$ cat src/rtl/fpm_pkg.sv
// Package for the floating-point multiplier.
// Holds the default format widths and the operation code of the exponent adder.
// Assumes a binary interchange layout of sign, biased exponent and fraction.
package fpm_pkg;
    localparam int FPM_EXP_W  = 8;
    localparam int FPM_FRAC_W = 23;

    typedef enum logic {
        XOP_ADD = 1'b0,
        XOP_SUB = 1'b1
    } xop_e;
endpackage

$ cat src/rtl/fpm_exp_alu.sv
// Narrow signed adder/subtractor for the exponent path.
// It flags two's-complement overflow so the caller can saturate.
// Assumes both operands are already sign-correct W-bit values.
module fpm_exp_alu
    import fpm_pkg::*;
#(
    parameter int W = 9
) (
    input  xop_e                op,
    input  logic signed [W-1:0] x,
    input  logic signed [W-1:0] y,
    output logic signed [W-1:0] z,
    output logic                ovf
);
    // add or subtract, then detect a sign mismatch that marks overflow
    always_comb begin
        if (op == XOP_ADD) begin
            z   = x + y;
            ovf = (x[W-1] == y[W-1]) && (z[W-1] != x[W-1]);
        end else begin
            z   = x - y;
            ovf = (x[W-1] != y[W-1]) && (z[W-1] != x[W-1]);
        end
    end
endmodule

$ cat src/rtl/fpm_unpack.sv
// Splits one operand into its fields and restores the hidden one.
// A zero exponent field is reported as a zero operand; subnormals are not handled.
module fpm_unpack #(
    parameter int EXP_W  = 8,
    parameter int FRAC_W = 23,
    localparam int OP_W  = 1 + EXP_W + FRAC_W
) (
    input  logic [OP_W-1:0]   word,
    output logic              sgn,
    output logic [EXP_W-1:0]  exp_field,
    output logic [FRAC_W:0]   sig,
    output logic              is_zero
);
    // field extraction and hidden-one insertion
    always_comb begin
        sgn       = word[OP_W-1];
        exp_field = word[OP_W-2 -: EXP_W];
        sig       = {1'b1, word[FRAC_W-1:0]};
        is_zero   = (exp_field == '0);
    end
endmodule

$ cat src/rtl/fpm_norm.sv
// Leading-one search and left shift over the significand product.
// Reports the shift amount so the exponent can be corrected by (1 - lz).
// Assumes a non-zero product; a zero product yields lz = 0.
module fpm_norm #(
    parameter int PROD_W = 48,
    localparam int LZ_W  = $clog2(PROD_W)
) (
    input  logic [PROD_W-1:0] prod,
    output logic [PROD_W-1:0] shifted,
    output logic [LZ_W-1:0]   lz
);
    // scan upward so the highest set bit decides the shift
    always_comb begin
        lz = '0;
        for (int i = 0; i < PROD_W; i++) begin
            if (prod[i]) lz = LZ_W'(PROD_W - 1 - i);
        end
        shifted = prod << lz;
    end
endmodule

$ cat src/rtl/fpm_mul.sv
// Combinational floating-point multiplier, truncating, no exception flags.
// Assumes finite operands; an all-ones exponent field is outside its range.
// Exponents run through a (EXP_W+1)-bit signed path: unbias, sum, normalize, rebias.
module fpm_mul
    import fpm_pkg::*;
#(
    parameter int EXP_W  = FPM_EXP_W,
    parameter int FRAC_W = FPM_FRAC_W
) (
    input  logic [1+EXP_W+FRAC_W-1:0] op_a,
    input  logic [1+EXP_W+FRAC_W-1:0] op_b,
    output logic [1+EXP_W+FRAC_W-1:0] result
);
    localparam int OP_W   = 1 + EXP_W + FRAC_W;
    localparam int SIG_W  = FRAC_W + 1;
    localparam int PROD_W = 2 * SIG_W;
    localparam int XW     = EXP_W + 1;
    localparam int LZ_W   = $clog2(PROD_W);
    localparam int BIAS   = (1 << (EXP_W - 1)) - 1;
    localparam int EMAX   = (1 << EXP_W) - 1;
    localparam logic signed [XW-1:0] BIAS_S = XW'(BIAS);
    localparam logic signed [XW-1:0] EMAX_S = XW'(EMAX);

    logic [OP_W-1:0]          ops      [2];
    logic                     sgn      [2];
    logic [EXP_W-1:0]         efield   [2];
    logic [SIG_W-1:0]         sig      [2];
    logic                     zro      [2];
    logic signed [XW-1:0]     eub      [2];
    logic                     eub_ovf  [2];

    assign ops[0] = op_a;
    assign ops[1] = op_b;

    // per-operand unpack and bias removal
    for (genvar k = 0; k < 2; k++) begin : g_opnd
        fpm_unpack #(.EXP_W(EXP_W), .FRAC_W(FRAC_W)) unpack_i (
            .word      (ops[k]),
            .sgn       (sgn[k]),
            .exp_field (efield[k]),
            .sig       (sig[k]),
            .is_zero   (zro[k])
        );
        fpm_exp_alu #(.W(XW)) unbias_i (
            .op  (XOP_SUB),
            .x   ($signed({1'b0, efield[k]})),
            .y   (BIAS_S),
            .z   (eub[k]),
            .ovf (eub_ovf[k])
        );
    end

    logic                     sgn_out;
    logic [PROD_W-1:0]        prod;
    logic [PROD_W-1:0]        prod_n;
    logic [LZ_W-1:0]          lz;
    logic signed [XW-1:0]     e_sum, e_adj, e_norm, e_rb;
    logic                     sum_ovf, norm_ovf, rb_ovf;

    // sign and full-width significand product
    always_comb begin
        sgn_out = sgn[0] ^ sgn[1];
        prod    = PROD_W'(sig[0]) * PROD_W'(sig[1]);
    end

    fpm_norm #(.PROD_W(PROD_W)) norm_i (
        .prod    (prod),
        .shifted (prod_n),
        .lz      (lz)
    );

    // exponent step from normalization: +1 for no shift, 0 for one shift
    always_comb e_adj = $signed(XW'(1)) - $signed({{(XW-LZ_W){1'b0}}, lz});

    fpm_exp_alu #(.W(XW)) sum_i (
        .op (XOP_ADD), .x (eub[0]), .y (eub[1]), .z (e_sum), .ovf (sum_ovf)
    );
    fpm_exp_alu #(.W(XW)) adj_i (
        .op (XOP_ADD), .x (e_sum), .y (e_adj), .z (e_norm), .ovf (norm_ovf)
    );
    fpm_exp_alu #(.W(XW)) rebias_i (
        .op (XOP_ADD), .x (e_norm), .y (BIAS_S), .z (e_rb), .ovf (rb_ovf)
    );

    logic unused_bits;
    assign unused_bits = ^{eub_ovf[0], eub_ovf[1], sum_ovf, norm_ovf,
                           prod_n[PROD_W-1], prod_n[PROD_W-FRAC_W-2:0]};

    // zero, saturation, flush or pack
    always_comb begin
        if (zro[0] || zro[1]) begin
            result = {sgn_out, {(OP_W-1){1'b0}}};
        end else if (rb_ovf || (e_rb >= EMAX_S)) begin
            result = {sgn_out, {EXP_W{1'b1}}, {FRAC_W{1'b0}}};
        end else if (e_rb <= $signed(XW'(0))) begin
            result = {sgn_out, {(OP_W-1){1'b0}}};
        end else begin
            result = {sgn_out, e_rb[EXP_W-1:0], prod_n[PROD_W-2 -: FRAC_W]};
        end
    end
endmodule

$ cat config.mk
export PLATFORM = sky130hd
export DESIGN_NAME = fpm_mul
export DESIGN_NICKNAME = d
export VERILOG_FILES = /design/src/rtl/fpm_pkg.sv /design/src/rtl/fpm_exp_alu.sv /design/src/rtl/fpm_unpack.sv /design/src/rtl/fpm_norm.sv /design/src/rtl/fpm_mul.sv
export SDC_FILE = /design/constraint.sdc
export NUM_CORES = 1
export LEC_CHECK = 0
export BUFFER_PORTS_ARGS = -buffer_cell sky130_fd_sc_hd__buf_2
export CORE_AREA = 4 4 206 309
export DETAILED_ROUTE_END_ITERATION = 16
export DIE_AREA = 0 0 210 313
export PLACE_DENSITY = 0.57
export RECOVER_POWER = 100
export SLEW_MARGIN = 10
export SYNTH_ARGS = -nofsm -noshare
export SYNTH_HDL_FRONTEND = slang
export SYNTH_SLANG_ARGS = --single-unit
$ cat constraint.sdc
create_clock -name vclk -period 22
set_input_delay 3.3 -clock vclk [all_inputs]
set_output_delay 3.3 -clock vclk [all_outputs]
set_load 0.03 [all_outputs]
==> results.txt, run 1 <==
----------------------------------------------------
[Critical path]
  Largest fanout of any net on the critical path ... 36
  Startpoint class of the critical path ... input pin
  Critical Path Slowest Stage Cell ... sky130_fd_sc_hd__or3b_1
  WP data arrival ... 17.36 ns
  Req. time, crit path ... 18.70 ns
  Worst path most repeated cell ... sky130_fd_sc_hd__fa_1
  Critical Setup Path Class ... input pin to primary output
  Worst stage delay on the critical path ... 0.75 ns
  Worst setup path start ... op_a[22]
  Setup crit end ... result[12]
  Endpoint class of the critical path ... primary output

[STA]
  Max frequency ... 48.4 MHz
  Worst slew margin relative to its limit ... 0.447
  Minimum clock period ... 20.66 ns
  Final number of setup-violating endpoints ... 0
  Hold Violations, Final ... 0
  Worst-case hold slack ... 6.94 ns
  Final-report max-slew violation count ... 0
  Setup_tns ... 0 ns
  Post-route fraction of the period consumed by the critical path ... 0.939
  Transition time of the tightest slew-check pin ... 0.826 ns
  Unrepaired setup endpoints after global routing ... no

[Routing]
  DRC violation total after the first TritonRoute iteration ... 801
  Number of remaining DRC errors ... 0
  Total routed wirelength ... 67900 µm
  Count of vias placed by the detailed router ... 18955
  First-pass detailed-route iteration total ... 5
  Vias per Instance ... 5.28
  Residual antenna-violating net count after detailed routing ... 0
  Average detailed-routed wire length per instance ... 18.9 µm

[Yosys]
  Unique masters post-synth ... 98
  Net count after synthesis ... 3587
  Mapped cell area ... 24200 µm²
  Synthesized netlist cell count ... 2846
  Fraction of the yosys area taken by sequential cells ... 0
  Number of warning messages in the yosys log ... 0
  Mean Syn Cell Area ... 8.49 µm²

[Cells and area]
  Leading cell type in the layout, fill and taps excluded ... sky130_fd_sc_hd__inv_1
  Summed area of non-filler cells in the final layout ... 25000 µm²
  Area of the multi-input gates ... 21400 µm²
  Fraction of layout instances using a drive strength above 1 ... 0.0515
  Highest-count cells in the layout ignoring fill and taps ... sky130_fd_sc_hd__inv_1, sky130_fd_sc_hd__fa_1, sky130_fd_sc_hd__and2_1, sky130_fd_sc_hd__nand2_1, sky130_fd_sc_hd__ha_1
  Signed area change from the synthesized netlist to the final layout ... 3.55%
  Utilization after layout ... 0.411
  Layout fillers ... 6172
  Post-layout nets ... 3540
  Count of clock buffers in the final design ... 0
  Layout sequential cell count ... 0
  Storage cell area ... 0 µm²

[Hold path]
  Worst hold path class ... input pin to primary output
  Beginning of the worst hold path ... op_a[31]

[Global route]
  Final global-route overflow total ... 0
  Global-route wire length before repair ... 114000 µm
  Global router's overall resource usage ... 0.209
  Pin count of the biggest net entering global routing ... 53
  Antenna violations before repair ... 3
  Vias in the first global route ... 21067

[Floorplanning]
  Die ar. ... 65700 µm²
  Core area ... 60800 µm²
  # rows ... 111
  Top-level port count ... 96
  Horizontal extent of the die ... 210 µm
  Chip height ... 313 µm
  Initial Util ... 0.397

[Placement]
  Routability congestion estimate ... 0.911
  PortBufs ... 96
  HPWL reported at the end of detailed placement ... 57700 µm
  Standard cell area after detailed placement ... 25100 µm²

[Flow run]
  Max_cap viols ... 0

[Clocking]
  PostCTS Resize Cnt ... 0
  Post-CTS repair timing setup buffer count ... 0
  # hold bufs at CTS ... 0

[Run status]
  Result of the run ... finished, final reports clean

----------------------------------------------------
Yosys cell counts (24+ instances only):
cell                       count  area, µm²
sky130_fd_sc_hd__nand3_1      33        165
sky130_fd_sc_hd__fa_1        490       9810
sky130_fd_sc_hd__and2_1      461       2880
sky130_fd_sc_hd__nand2_1     188        706
sky130_fd_sc_hd__a21o_1       24        180
sky130_fd_sc_hd__a21oi_1      84        420
sky130_fd_sc_hd__mux2i_1      91        911
sky130_fd_sc_hd__xnor2_1      44        385
sky130_fd_sc_hd__ha_1        187       2340
sky130_fd_sc_hd__inv_1       578       2170
sky130_fd_sc_hd__o21ai_0      56        280
sky130_fd_sc_hd__nor2_1      107        402
sky130_fd_sc_hd__nor3_1       27        135
sky130_fd_sc_hd__clkbuf_1    121        454
sky130_fd_sc_hd__xor2_1       27        236
worst min path at each step:
stage	endpoint	slack, ns	cells after the start
finish	result[31]	6.94	3
floorplan	result[31]	6.80	2
detailed placement	result[31]	6.90	3
CTS	result[31]	6.90	3
global route	result[31]	6.97	3
global placement	result[31]	6.90	3
layout make-up:
| type | count | share of cell area |
|---|---|---|
| Timing Repair Buffer | 102 | 0.0198 |
| Tap cell | 791 | 0.0395 |
| Antenna cell | 3 | 0.000300 |
| Multi-Input combinational cell | 2115 | 0.853 |
| Inverter | 580 | 0.0870 |
critical path: cells and delay by family:
family / cells / cell delay [ns]
adders and majority gates: 11 / 5.02
xor gates and xnor gates: 4 / 0.91
and+or+nand+nor: 12 / 3.33
muxes: 1 / 0.37
AOI/OAI and AO/OA: 10 / 2.70
buffers and inverters: 7 / 1.71
stage by stage:
step                setup slack, ns  std cells
floorplan                      2.89       2846
global placement               1.90       3588
detailed placement             1.56       3588
CTS                            1.46       3588
global route                  0.445       3589
finish                         1.34       3591
metal layers:
| layer | GRT usage | share of wire | vias to the layer above |
|---|---|---|---|
| li1 | - | - | 8742 |
| met1 | 0.261 | 0.40 | 9756 |
| met2 | 0.405 | 0.55 | 379 |
| met3 | 0.00951 | 0.033 | 78 |
| met4 | 0.0329 | 0.017 | 0 |
| met5 | 0 | 0 | - |
kinds of logic (layout without fill, tap and decap cells):
logic type | Yosys count | after routing | share of synthesized area
and+or+nand+nor | 904 | 904 | 0.204
buffers and inverters | 731 | 682 | 0.116
adders and majority gates | 677 | 677 | 0.503
AOI/OAI and AO/OA | 350 | 350 | 0.103
muxes | 113 | 113 | 0.0490
xor gates and xnor gates | 71 | 71 | 0.0257
other | 0 | 3 | 0
Power of run 1 is left out: the tool's default activity adds up to more than one toggle a clock period on the data nets, which glitch-free logic cannot reach.
==> run 2, diff against run 1 <==
--- a/config.mk
+++ b/config.mk
@@ -5,12 +5,14 @@
 export SDC_FILE = /design/constraint.sdc
 export NUM_CORES = 1
 export LEC_CHECK = 0
+export ABC_AREA = 1
 export BUFFER_PORTS_ARGS = -buffer_cell sky130_fd_sc_hd__buf_2
-export CORE_AREA = 4 4 206 309
+export CORE_AREA = 4 4 207 309
 export DETAILED_ROUTE_END_ITERATION = 16
-export DIE_AREA = 0 0 210 313
+export DIE_AREA = 0 0 211 313
 export PLACE_DENSITY = 0.57
 export RECOVER_POWER = 100
+export REMOVE_ABC_BUFFERS = 1
 export SLEW_MARGIN = 10
 export SYNTH_ARGS = -nofsm -noshare
 export SYNTH_HDL_FRONTEND = slang
==> constraint.sdc (replaced) <==
create_clock -name vclk -period 23.2
set_input_delay 3.48 -clock vclk [all_inputs]
set_output_delay 3.48 -clock vclk [all_outputs]
set_load 0.03 [all_outputs]
==> run 2 against run 1 <==
The flow now finishes with violations (capacitance limit, slew limit). Via count is 9.5% higher. Global-route usage is 0.77 points higher. Count of clock-buffer cells in the layout stayed put. Non-clock buffer count is 5 higher. Hold slack better by 0.36 ns. Flip-flop and latch count stayed put. Sequential share of layout area stayed put. Final cell count is 20% higher. Die area is 0.48% higher. Critical endpoint is now result[15].
==> results.txt, run 2 <==
----------------------------------------------------
[Routing]
  Residual antenna-violating net count after detailed routing ... 0
  Average detailed-routed wire length per instance ... 16.3 µm
  DRC violation total after the first TritonRoute iteration ... 1113
  Number of remaining DRC errors ... 0
  Count of vias placed by the detailed router ... 20757
  Vias per Instance ... 4.82
  Total routed wirelength ... 70200 µm
  First-pass detailed-route iteration total ... 6

[Critical path]
  Critical Path Slowest Stage Cell ... sky130_fd_sc_hd__clkbuf_1
  Startpoint class of the critical path ... input pin
  Critical Setup Path Class ... input pin to primary output
  WP data arrival ... 17.25 ns
  Endpoint class of the critical path ... primary output
  Worst setup path start ... op_a[18]
  Worst path most repeated cell ... sky130_fd_sc_hd__nand2_1
  Largest fanout of any net on the critical path ... 46
  Worst stage delay on the critical path ... 1.10 ns
  Req. time, crit path ... 19.72 ns

[Flow run]
  Max_cap viols ... 1

[STA]
  Setup_tns ... 0 ns
  Final-report max-slew violation count ... 25
  Unrepaired setup endpoints after global routing ... no
  Worst slew margin relative to its limit ... -0.0409
  Final number of setup-violating endpoints ... 0
  Worst Slack Setup Final ... 2.47 ns
  Post-route fraction of the period consumed by the critical path ... 0.894
  Minimum clock period ... 20.73 ns
  Max frequency ... 48.2 MHz
  Hold Violations, Final ... 0
  Transition time of the tightest slew-check pin ... 1.56 ns

[Hold path]
  Beginning of the worst hold path ... op_a[31]
  Worst hold path class ... input pin to primary output

[Run status]
  Result of the run ... finished with violations
  Violations in the final reports ... capacitance limit, slew limit

[Floorplanning]
  Die ar. ... 66000 µm²
  Chip height ... 313 µm
  Horizontal extent of the die ... 211 µm
  Initial Util ... 0.396
  Core area ... 61200 µm²
  # rows ... 111
  Top-level port count ... 96

[Yosys]
  Top area cells in the synthesized netlist ... sky130_fd_sc_hd__fa_1, sky130_fd_sc_hd__inv_1, sky130_fd_sc_hd__nand2_1
  Mean Syn Cell Area ... 6.83 µm²
  Leading cell type by number of instances after synthesis ... sky130_fd_sc_hd__inv_1
  Mapped cell area ... 24200 µm²
  Most common library cells after synthesis ... sky130_fd_sc_hd__inv_1, sky130_fd_sc_hd__nand2_1, sky130_fd_sc_hd__fa_1
  Share of the synthesized area in the top cell type ... 0.405
  Number of warning messages in the yosys log ... 0
  Synthesized netlist cell count ... 3547
  Unique masters post-synth ... 50
  Fraction of the yosys area taken by sequential cells ... 0
  Leading area contributor after synthesis ... sky130_fd_sc_hd__fa_1

[Cells and area]
  Area of the multi-input gates ... 19300 µm²
  Inserted Diodes ... 0
  Leading cell type in the layout, fill and taps excluded ... sky130_fd_sc_hd__inv_1
  Utilization after layout ... 0.412
  Count of clock buffers in the final design ... 0
  Storage cell area ... 0 µm²
  Fraction of layout instances using a drive strength above 1 ... 0.0430
  Number of standard cells in the layout, taps in and fillers out ... 4304
  Post-layout nets ... 4256
  Layout sequential cell count ... 0
  Signed area change from the synthesized netlist to the final layout ... 4.05%
  Highest-count cells in the layout ignoring fill and taps ... sky130_fd_sc_hd__inv_1, sky130_fd_sc_hd__nand2_1, sky130_fd_sc_hd__fa_1, sky130_fd_sc_hd__nand3_1, sky130_fd_sc_hd__ha_1
  Layout fillers ... 6538

[Global route]
  Global-route wire length before repair ... 116000 µm
  Final global-route overflow total ... 0
  Vias in the first global route ... 22354
  Pin count of the biggest net entering global routing ... 55
  Antenna violations before repair ... 2
  Global router's overall resource usage ... 0.217

[Placement]
  Placed cell count ... 4304
  HPWL reported at the end of detailed placement ... 59100 µm
  PortBufs ... 96
  Placement Setup Slack ... 3.56 ns
  Routability congestion estimate ... 1.02

[Clocking]
  PostCTS Resize Cnt ... 0
  Post-CTS repair timing setup buffer count ... 0
  # hold bufs at CTS ... 0

----------------------------------------------------
==> run 2: cell types whose count changed in the layout (fill, tap and decap cells not counted), sizes merged, moves of 15 or more <==
cell    delta
xnor2     -33
and2     -460
a211oi    -15
mux2      -20
mux2i     -91
o21ai     -19
a21o      -18
nand2    +724
nor3      -23
a31oi     -16
inv      +579
nor2      -27
nand3    +302
o211ai    -17
==> run 2: worst max-delay path, delay by kind of cell <==
family          cells  cell delay (ns)
compound gates     10             1.98
buf+inv            17             3.72
fa+ha+maj          12             5.11
xor+xnor            1             0.18
simple gates       25             2.71
==> run 2: path summary, 6_finish.rpt <==
check                     to  depth (start not counted)
setup / recovery  result[15]                         65
hold / removal    result[31]                          3
==> run 2: metrics by stage <==
step | hold WS [ns] | area [µm²]
4_1_cts | 7.27 | 25300
5_1_grt | 7.33 | 25200
3_5_place_dp | 7.27 | 25300
6_report | 7.30 | 25200
2_1_floorplan | 7.13 | 23700
3_3_place_gp | 7.26 | 25300
==> run 2: layout make-up <==
class	instances	share of cell area
inverters	1161	0.173
well taps	791	0.0392
repair buffers	107	0.0211
multi-input cells	2245	0.767
==> run 2: cells by family after synthesis <==
family	count (synthesis)	synth area share
buffers and inverters	1302	0.202
AOI/OAI and AO/OA	153	0.0395
and+or+nand+nor	1366	0.237
adders and majority gates	677	0.501
xor gates and xnor gates	49	0.0199
==> run 2: routing by layer <==
metal	up-vias	share of wire	track usage
met1	10177	0.37	0.243
met3	123	0.027	0.00951
li1	10020	-	-
met4	2	0.037	0.0619
met2	435	0.57	0.436
met5	-	0.00019	0
Power of run 2 is left out for the same reason.
